$ cat src/rtl/olt_pkg.sv
package olt_pkg;
  localparam int REG_AW = 5;

  typedef enum logic {OP_LOAD = 1'b0, OP_STORE = 1'b1} mem_op_e;

  typedef struct packed {
    mem_op_e            op;
    logic [REG_AW-1:0]  rd;
  } slot_info_t;
endpackage

$ cat src/rtl/olt_rst_sync.sv
module olt_rst_sync (
  input  logic clk,
  input  logic rst_n,
  output logic rst_n_sync
);
  logic [1:0] stage_q;

  always_ff @(posedge clk or negedge rst_n) begin
    if (!rst_n) stage_q <= 2'b00;
    else        stage_q <= {stage_q[0], 1'b1};
  end

  assign rst_n_sync = stage_q[1];
endmodule

$ cat src/rtl/olt_slot_alloc.sv
module olt_slot_alloc #(
  parameter int N    = 12,
  parameter int TW   = 4
) (
  input  logic [N-1:0]  busy,
  output logic          any_free,
  output logic [TW-1:0] free_idx
);
  always_comb begin
    any_free = 1'b0;
    free_idx = '0;
    for (int i = N - 1; i >= 0; i--) begin
      if (!busy[i]) begin
        any_free = 1'b1;
        free_idx = TW'(i);
      end
    end
  end
endmodule

$ cat src/rtl/olt_slot_table.sv
module olt_slot_table
  import olt_pkg::*;
#(
  parameter int N  = 12,
  parameter int TW = 4
) (
  input  logic              clk,
  input  logic              rst_n,
  input  logic              alloc_en,
  input  logic [TW-1:0]     alloc_idx,
  input  mem_op_e           alloc_op,
  input  logic [REG_AW-1:0] alloc_rd,
  input  logic              rsp_valid,
  input  logic [TW-1:0]     rsp_tag,
  output logic              rsp_hit,
  output logic              rsp_load,
  output logic [REG_AW-1:0] rsp_rd,
  output logic [N-1:0]      busy_vec
);
  logic [N-1:0] busy_q;
  slot_info_t   info_q [N];

  for (genvar g = 0; g < N; g++) begin : g_slot
    logic       take, drop, busy_d, en;
    slot_info_t info_d;

    always_comb begin
      take   = alloc_en && (alloc_idx == TW'(g));
      drop   = rsp_valid && (rsp_tag == TW'(g)) && busy_q[g];
      en     = take || drop;
      busy_d = take;
      info_d = info_q[g];
      if (take) begin
        info_d.op = alloc_op;
        info_d.rd = alloc_rd;
      end
    end

    always_ff @(posedge clk or negedge rst_n) begin
      if (!rst_n) begin
        busy_q[g] <= 1'b0;
        info_q[g] <= '0;
      end else if (en) begin
        busy_q[g] <= busy_d;
        info_q[g] <= info_d;
      end
    end
  end

  always_comb begin
    rsp_hit  = 1'b0;
    rsp_load = 1'b0;
    rsp_rd   = '0;
    for (int i = 0; i < N; i++) begin
      if (rsp_valid && rsp_tag == TW'(i) && busy_q[i]) begin
        rsp_hit  = 1'b1;
        rsp_load = (info_q[i].op == OP_LOAD);
        rsp_rd   = info_q[i].rd;
      end
    end
  end

  assign busy_vec = busy_q;

  AST_ALLOC_FREE_SLOT: assert property (@(posedge clk) disable iff (!rst_n)
    alloc_en |-> !busy_q[alloc_idx]);

  AST_RSP_FREES_SLOT: assert property (@(posedge clk) disable iff (!rst_n)
    rsp_hit |=> !busy_q[$past(rsp_tag)]);

  AST_ALLOC_MARKS_BUSY: assert property (@(posedge clk) disable iff (!rst_n)
    alloc_en |=> busy_q[$past(alloc_idx)]);
endmodule

$ cat src/rtl/olt_scoreboard.sv
module olt_scoreboard
  import olt_pkg::*;
#(
  parameter int NQ = 6
) (
  input  logic                         clk,
  input  logic                         rst_n,
  input  logic                         set_en,
  input  logic [REG_AW-1:0]            set_rd,
  input  logic                         clr_en,
  input  logic [REG_AW-1:0]            clr_rd,
  input  logic [NQ-1:0][REG_AW-1:0]    lk_idx,
  output logic [NQ-1:0]                lk_hit
);
  localparam int NREG = 1 << REG_AW;

  logic [NREG-1:0] pend_q, pend_d;
  logic            pend_en;

  always_comb begin
    pend_en = set_en || clr_en;
    pend_d  = pend_q;
    if (clr_en) pend_d[clr_rd] = 1'b0;
    if (set_en) pend_d[set_rd] = 1'b1;
    pend_d[0] = 1'b0;
  end

  always_ff @(posedge clk or negedge rst_n) begin
    if (!rst_n)       pend_q <= '0;
    else if (pend_en) pend_q <= pend_d;
  end

  for (genvar q = 0; q < NQ; q++) begin : g_lookup
    assign lk_hit[q] = pend_q[lk_idx[q]];
  end

  AST_PEND_SET: assert property (@(posedge clk) disable iff (!rst_n)
    (set_en && set_rd != '0) |=> pend_q[$past(set_rd)]);

  AST_PEND_CLEAR: assert property (@(posedge clk) disable iff (!rst_n)
    (clr_en && !(set_en && set_rd == clr_rd)) |=> !pend_q[$past(clr_rd)]);

  AST_ZERO_CLEAN: assert property (@(posedge clk) disable iff (!rst_n)
    set_en |=> !pend_q[0]);
endmodule

$ cat src/rtl/olt_tracker.sv
module olt_tracker
  import olt_pkg::*;
#(
  parameter int NUM_SLOTS = 12,
  parameter int ADDR_W    = 32,
  parameter int DATA_W    = 32,
  parameter int TAG_W     = (NUM_SLOTS > 1) ? $clog2(NUM_SLOTS) : 1
) (
  input  logic               clk,
  input  logic               rst_n,
  input  logic               issue_valid,
  input  logic               issue_store,
  input  logic [4:0]         issue_rd,
  input  logic [4:0]         issue_rs1,
  input  logic [4:0]         issue_rs2,
  input  logic [ADDR_W-1:0]  issue_addr,
  input  logic [DATA_W-1:0]  issue_wdata,
  output logic               issue_ready,
  output logic               mem_req_valid,
  output logic               mem_req_store,
  output logic [TAG_W-1:0]   mem_req_tag,
  output logic [ADDR_W-1:0]  mem_req_addr,
  output logic [DATA_W-1:0]  mem_req_wdata,
  input  logic               mem_rsp_valid,
  input  logic [TAG_W-1:0]   mem_rsp_tag,
  input  logic [DATA_W-1:0]  mem_rsp_data,
  output logic               wb_valid,
  output logic [4:0]         wb_rd,
  output logic [DATA_W-1:0]  wb_data,
  input  logic [4:0]         q_rs1,
  input  logic [4:0]         q_rs2,
  input  logic [4:0]         q_rd,
  output logic               q_hazard,
  output logic               slots_empty
);
  localparam int NQ = 6;

  logic                       rst_n_i;
  logic [NUM_SLOTS-1:0]       busy_vec;
  logic                       any_free;
  logic [TAG_W-1:0]           free_idx;
  logic                       accept, iss_hazard;
  logic                       rsp_hit, rsp_load;
  logic [REG_AW-1:0]          rsp_rd;
  logic [NQ-1:0][REG_AW-1:0]  lk_idx;
  logic [NQ-1:0]              lk_hit;
  mem_op_e                    iss_op;

  olt_rst_sync u_rst (
    .clk        (clk),
    .rst_n      (rst_n),
    .rst_n_sync (rst_n_i)
  );

  olt_slot_alloc #(.N(NUM_SLOTS), .TW(TAG_W)) u_alloc (
    .busy     (busy_vec),
    .any_free (any_free),
    .free_idx (free_idx)
  );

  assign lk_idx = {q_rd, q_rs2, q_rs1, issue_rd, issue_rs2, issue_rs1};

  olt_scoreboard #(.NQ(NQ)) u_sb (
    .clk    (clk),
    .rst_n  (rst_n_i),
    .set_en (accept && !issue_store),
    .set_rd (issue_rd),
    .clr_en (rsp_hit && rsp_load),
    .clr_rd (rsp_rd),
    .lk_idx (lk_idx),
    .lk_hit (lk_hit)
  );

  always_comb begin
    iss_op     = issue_store ? OP_STORE : OP_LOAD;
    iss_hazard = lk_hit[0] || (issue_store ? lk_hit[1] : lk_hit[2]);
    issue_ready = any_free && !iss_hazard;
    accept      = issue_valid && issue_ready;
  end

  olt_slot_table #(.N(NUM_SLOTS), .TW(TAG_W)) u_table (
    .clk       (clk),
    .rst_n     (rst_n_i),
    .alloc_en  (accept),
    .alloc_idx (free_idx),
    .alloc_op  (iss_op),
    .alloc_rd  (issue_rd),
    .rsp_valid (mem_rsp_valid),
    .rsp_tag   (mem_rsp_tag),
    .rsp_hit   (rsp_hit),
    .rsp_load  (rsp_load),
    .rsp_rd    (rsp_rd),
    .busy_vec  (busy_vec)
  );

  assign mem_req_valid = accept;
  assign mem_req_store = issue_store;
  assign mem_req_tag   = free_idx;
  assign mem_req_addr  = issue_addr;
  assign mem_req_wdata = issue_wdata;

  assign wb_valid    = rsp_hit && rsp_load;
  assign wb_rd       = rsp_rd;
  assign wb_data     = mem_rsp_data;
  assign q_hazard    = lk_hit[3] || lk_hit[4] || lk_hit[5];
  assign slots_empty = ~|busy_vec;

  AST_FULL_STALL: assert property (@(posedge clk) disable iff (!rst_n_i)
    (&busy_vec) |-> !issue_ready);

  AST_PENDING_RD_STALL: assert property (@(posedge clk) disable iff (!rst_n_i)
    (issue_valid && !issue_store && lk_hit[2]) |-> !mem_req_valid);

  AST_WB_NEEDS_RSP: assert property (@(posedge clk) disable iff (!rst_n_i)
    wb_valid |-> mem_rsp_valid);

  AST_NO_REQ_IDLE: assert property (@(posedge clk) disable iff (!rst_n_i)
    !issue_valid |-> !mem_req_valid);
endmodule

$ cat config.mk
export PLATFORM = sky130hd
export DESIGN_NAME = olt_tracker
export DESIGN_NICKNAME = d
export VERILOG_FILES = /design/src/rtl/olt_pkg.sv /design/src/rtl/olt_rst_sync.sv /design/src/rtl/olt_slot_alloc.sv /design/src/rtl/olt_slot_table.sv /design/src/rtl/olt_scoreboard.sv /design/src/rtl/olt_tracker.sv
export SDC_FILE = /design/constraint.sdc
export NUM_CORES = 1
export LEC_CHECK = 0
export BUFFER_PORTS_ARGS = -buffer_cell sky130_fd_sc_hd__buf_2
export CAP_MARGIN = 20
export CORE_MARGIN = 2
export CORE_UTILIZATION = 35
export DETAILED_ROUTE_END_ITERATION = 8
export HOLD_SLACK_MARGIN = 0.06
export SLEW_MARGIN = 10
export SYNTH_ARGS = -nofsm -noshare
export SYNTH_HDL_FRONTEND = slang
export SYNTH_HIERARCHICAL = 1
export SYNTH_SLANG_ARGS = --single-unit
$ cat constraint.sdc
create_clock -name clk -period 5.41 [get_ports clk]
set_clock_uncertainty 0.1 [all_clocks]
set_input_delay 0.541 -clock clk [delete_from_list [all_inputs] [get_ports clk]]
set_output_delay 0.541 -clock clk [all_outputs]
set_load 0.02 [all_outputs]
==> qor.yml <==
sta:
  period_share_pct: 68.0
  final-max-slew-violation-count: 0
  rsz0062_at_grt: "false"
  hold_viol_final: 0
  fin_crit_ns: 3.68
  worst_slew_pin_slew_ns: 1.04
  hold_ws_ns: 0.252
  setup_viol: 0
  setup_ws_ns: 1.73
  finalSetupTns_ns: 0
  slew_headroom_pct: 30.6
  max_freq_mhz: 272
power_and_ir_drop:
  p_per_area_nw_per_um2: 386
  p_leak_nw: 3.78
  power.total_mw: 3.29
  vdd_drop_max_mv: 0.247
finish:
  area.growth.synth_to_final_pct: 3.82
  final_cells: 1088
  fillCellCount: 2365
  layout_commonest_cell: "dfrtp_1"
  utilization_pct: 36.7
  finalNetCount: 890
  mostFrequentLayoutCells: "dfrtp_1 (116), o21ai_0 (72), mux2i_1 (55)"
  fin_area_sq_um: 8530
  drive_above_1_share_pct: 22.4
logic_synthesis:
  synthesis.area_sq_um: 8220
  ys_ff_latch: 117
  syn_nets: 954
  ys_warn_count: 6
  synth_edf_count: 0
  netlist_instances: 819
  yosysUniqueCellTypes: 65
  ys.flop_type: "dfrtp_1"
  avgSynthCellArea_sq_um: 10.0
  synthArstFlopShare_pct: 100
  ys_seq_area_share_pct: 35.6
place:
  dpl.cell_count: 1054
  numPortBuffers: 53
  pre_cts_ws_ns: 1.37
  dpl-instance-area_sq_um: 7900
  hpwl_um: 16300
  gp_congestion: 0.869
clock_network:
  ctsLongestPathBuffers: 2
  cts_tree: "done"
  clkLatencyLatePin_ns: 0.42
  cts-resized-gates: 0
  cts_setup_buffers: 0
  cts_root_buf: "clkbuf_16"
  numCtsBuffers: 17
  clock-sinks: 117
  htree_num_levels: 4
  clk_pin_slew_ns: 0.06
routing:
  routedWlPerCell_um: 21.7
  drc: 0
  drt_iter0_drc: 562
  dr_total_vias: 6376
  ant_nets: 0
  firstDrtPassIters: 5
  vias_per_cell: 5.86
  drt-total-wl_um: 23600
die:
  row_count: 56
  core_sq_um: 23300
  dieHeight_um: 157
  initial_core_util_pct: 35.3
  ios: 246
  die_w_um: 157
  die_area_sq_um: 24700
setup_path:
  rr_endpoint: "u_table/info_q[56]$_DFFE_PN0P_"
  critical_path_class: "in2reg"
  reg2regPathDepth: 9
  path_delay_family: "simple AND/OR/NAND/NOR gates"
  timing.rr.start: "u_sb/pend_q[22]$_DFFE_PN0P_"
  crit_path_cell_trace: "buf_2 > mux4_2 > nand2b_1 > o211ai_1 > nand4_1 > mux2_4 > nor3b_2 > nor3b_1 > nand3b_1 > mux2_2"
  slowest_delay_ns: 0.55
  critical_path_buf_inv_count: 1
  crit_path_start_kind: "input pin"
  crit_path_top_delay_cell: "mux4_2"
  path_max_fanout: 23
  cp.required_ns: 5.61
  worstSetupEndpointType: "flop"
  rrSetupSlack_ns: 1.75
  arrival_ns: 3.88
grt:
  grt_usage_pct: 19.3
  overflow: 0
  antenna_found_initial: 0
  grt_pass1_vias: 6251
  grt_max_degree: 63
  grt_pass1_wl_um: 36300
hold_path:
  hold_depth: 0
  hold_path_end: "u_rst/stage_q[1]$_DFF_PN0_"
  min-delay-path-class: "reg2reg"
  holdCritStartpoint: "u_rst/stage_q[0]$_DFF_PN0_"
job:
  drv_cap: 0
outcome:
  outcome: "finished, final reports clean"
[cell families after synthesis]
kind of cell           after synthesis  synth area share [%]
and+or+nand+nor                    222                  15.6
AOI/OAI and AO/OA                  179                  13.8
buffers and inverters              153                  12.8
muxes                              147                  22.1
DFF                                117                  35.6
other                                1                0.0456
[worst max-delay path by stage]
stage | slack, ns | cells after the start | to | start
3_3_place_gp | 1.47 | 10 | u_table/info_q[58]$_DFFE_PN0P_ | issue_rd[0]
3_5_place_dp | 1.37 | 10 | u_table/info_q[56]$_DFFE_PN0P_ | issue_rd[0]
5_1_grt | 1.61 | 8 | u_sb/pend_q[10]$_DFFE_PN0P_ | u_sb/pend_q[22]$_DFFE_PN0P_
4_1_cts | 1.81 | 10 | u_table/info_q[56]$_DFFE_PN0P_ | issue_rd[0]
2_1_floorplan | 1.81 | 0 | u_sb/pend_q[10]$_DFFE_PN0P_ | u_rst/stage_q[1]$_DFF_PN0_
6_report | 1.73 | 10 | u_table/info_q[56]$_DFFE_PN0P_ | issue_rd[0]
[synthesized netlist by cell type, drive strengths merged, types with 3 or more instances]
| cell | count | area, sq um |
|---|---|---|
| and2 | 6 | 37.5 |
| nor4 | 4 | 25.0 |
| mux2i | 55 | 551 |
| nand2b | 16 | 108 |
| nand2 | 35 | 131 |
| a21o | 8 | 60.1 |
| nand4 | 13 | 81.3 |
| o21ai | 76 | 380 |
| a211oi | 7 | 52.6 |
| a221oi | 3 | 32.5 |
| inv | 15 | 56.3 |
| a221o | 3 | 30.0 |
| nor2 | 33 | 126 |
| o22ai | 5 | 31.3 |
| and3b | 3 | 26.3 |
| o2111ai | 8 | 70.1 |
| mux2 | 74 | 837 |
| or3b | 6 | 52.6 |
| nand3b | 16 | 120 |
| a222oi | 4 | 40.0 |
| nand3 | 41 | 215 |
| nor3 | 4 | 20.0 |
| and3 | 12 | 86.3 |
| buf | 125 | 948 |
| a22oi | 13 | 97.6 |
| o211ai | 8 | 60.1 |
| nor2b | 14 | 95.1 |
| clkbuf | 13 | 48.8 |
| or3 | 6 | 37.5 |
| nor3b | 4 | 40.0 |
| mux4 | 18 | 428 |
| a21oi | 28 | 140 |
| dfrtp | 117 | 2930 |
[final cells by class]
class                   instances  area (sq um)  share of cell area [%]
multi-input cells             549          4240                    49.7
flip-flops and latches        117          2930                    34.3
clock buffers                  19           453                    5.31
well taps                     319           399                    4.68
repair buffers                 55           283                    3.31
clock inverters                13           170                    1.99
inverters                      15          56.3                   0.660
diodes                          1          2.50                  0.0293
[sequential cells by signal, summed over array words and instances (netlist names)]
name and cells:
u_sb/pend_q 31, u_rst/stage_q 2, u_table/busy_vec 12, u_table/info_q 72
[where the power goes]
part | internal [mW] | total [mW] | switching, mW
sequential | 1.10 | 1.37 | 0.267
clock | 0.754 | 1.19 | 0.432
combinational | 0.362 | 0.744 | 0.382
total | 2.21 | 3.29 | 1.08
[layer usage]
metal | share of wire [%] | global-route usage [%] | up-vias
met5 | 0 | 0 | -
met2 | 45 | 28.9 | 259
met4 | 3.2 | 9.22 | 0
met1 | 45 | 26.4 | 3232
met3 | 6.8 | 4.16 | 74
li1 | - | - | 2811
[worst register-to-register path: cells and delay by family, from the launching register on]
family           cells  cell delay [ns]
AND/OR/NAND/NOR      5             1.60
multiplexers         3             1.22
AO/OA/AOI/OAI        1             0.11
flip-flops           1             0.52
[repair_timing]
action | 4_1_cts | 5_1_grt
endpoints found under the setup margin | 0 | 0
hold buffers | 1 | 0
hold endpoints to repair | 2 | 0
No activity file was read; power rests on OpenSTA's default activity.
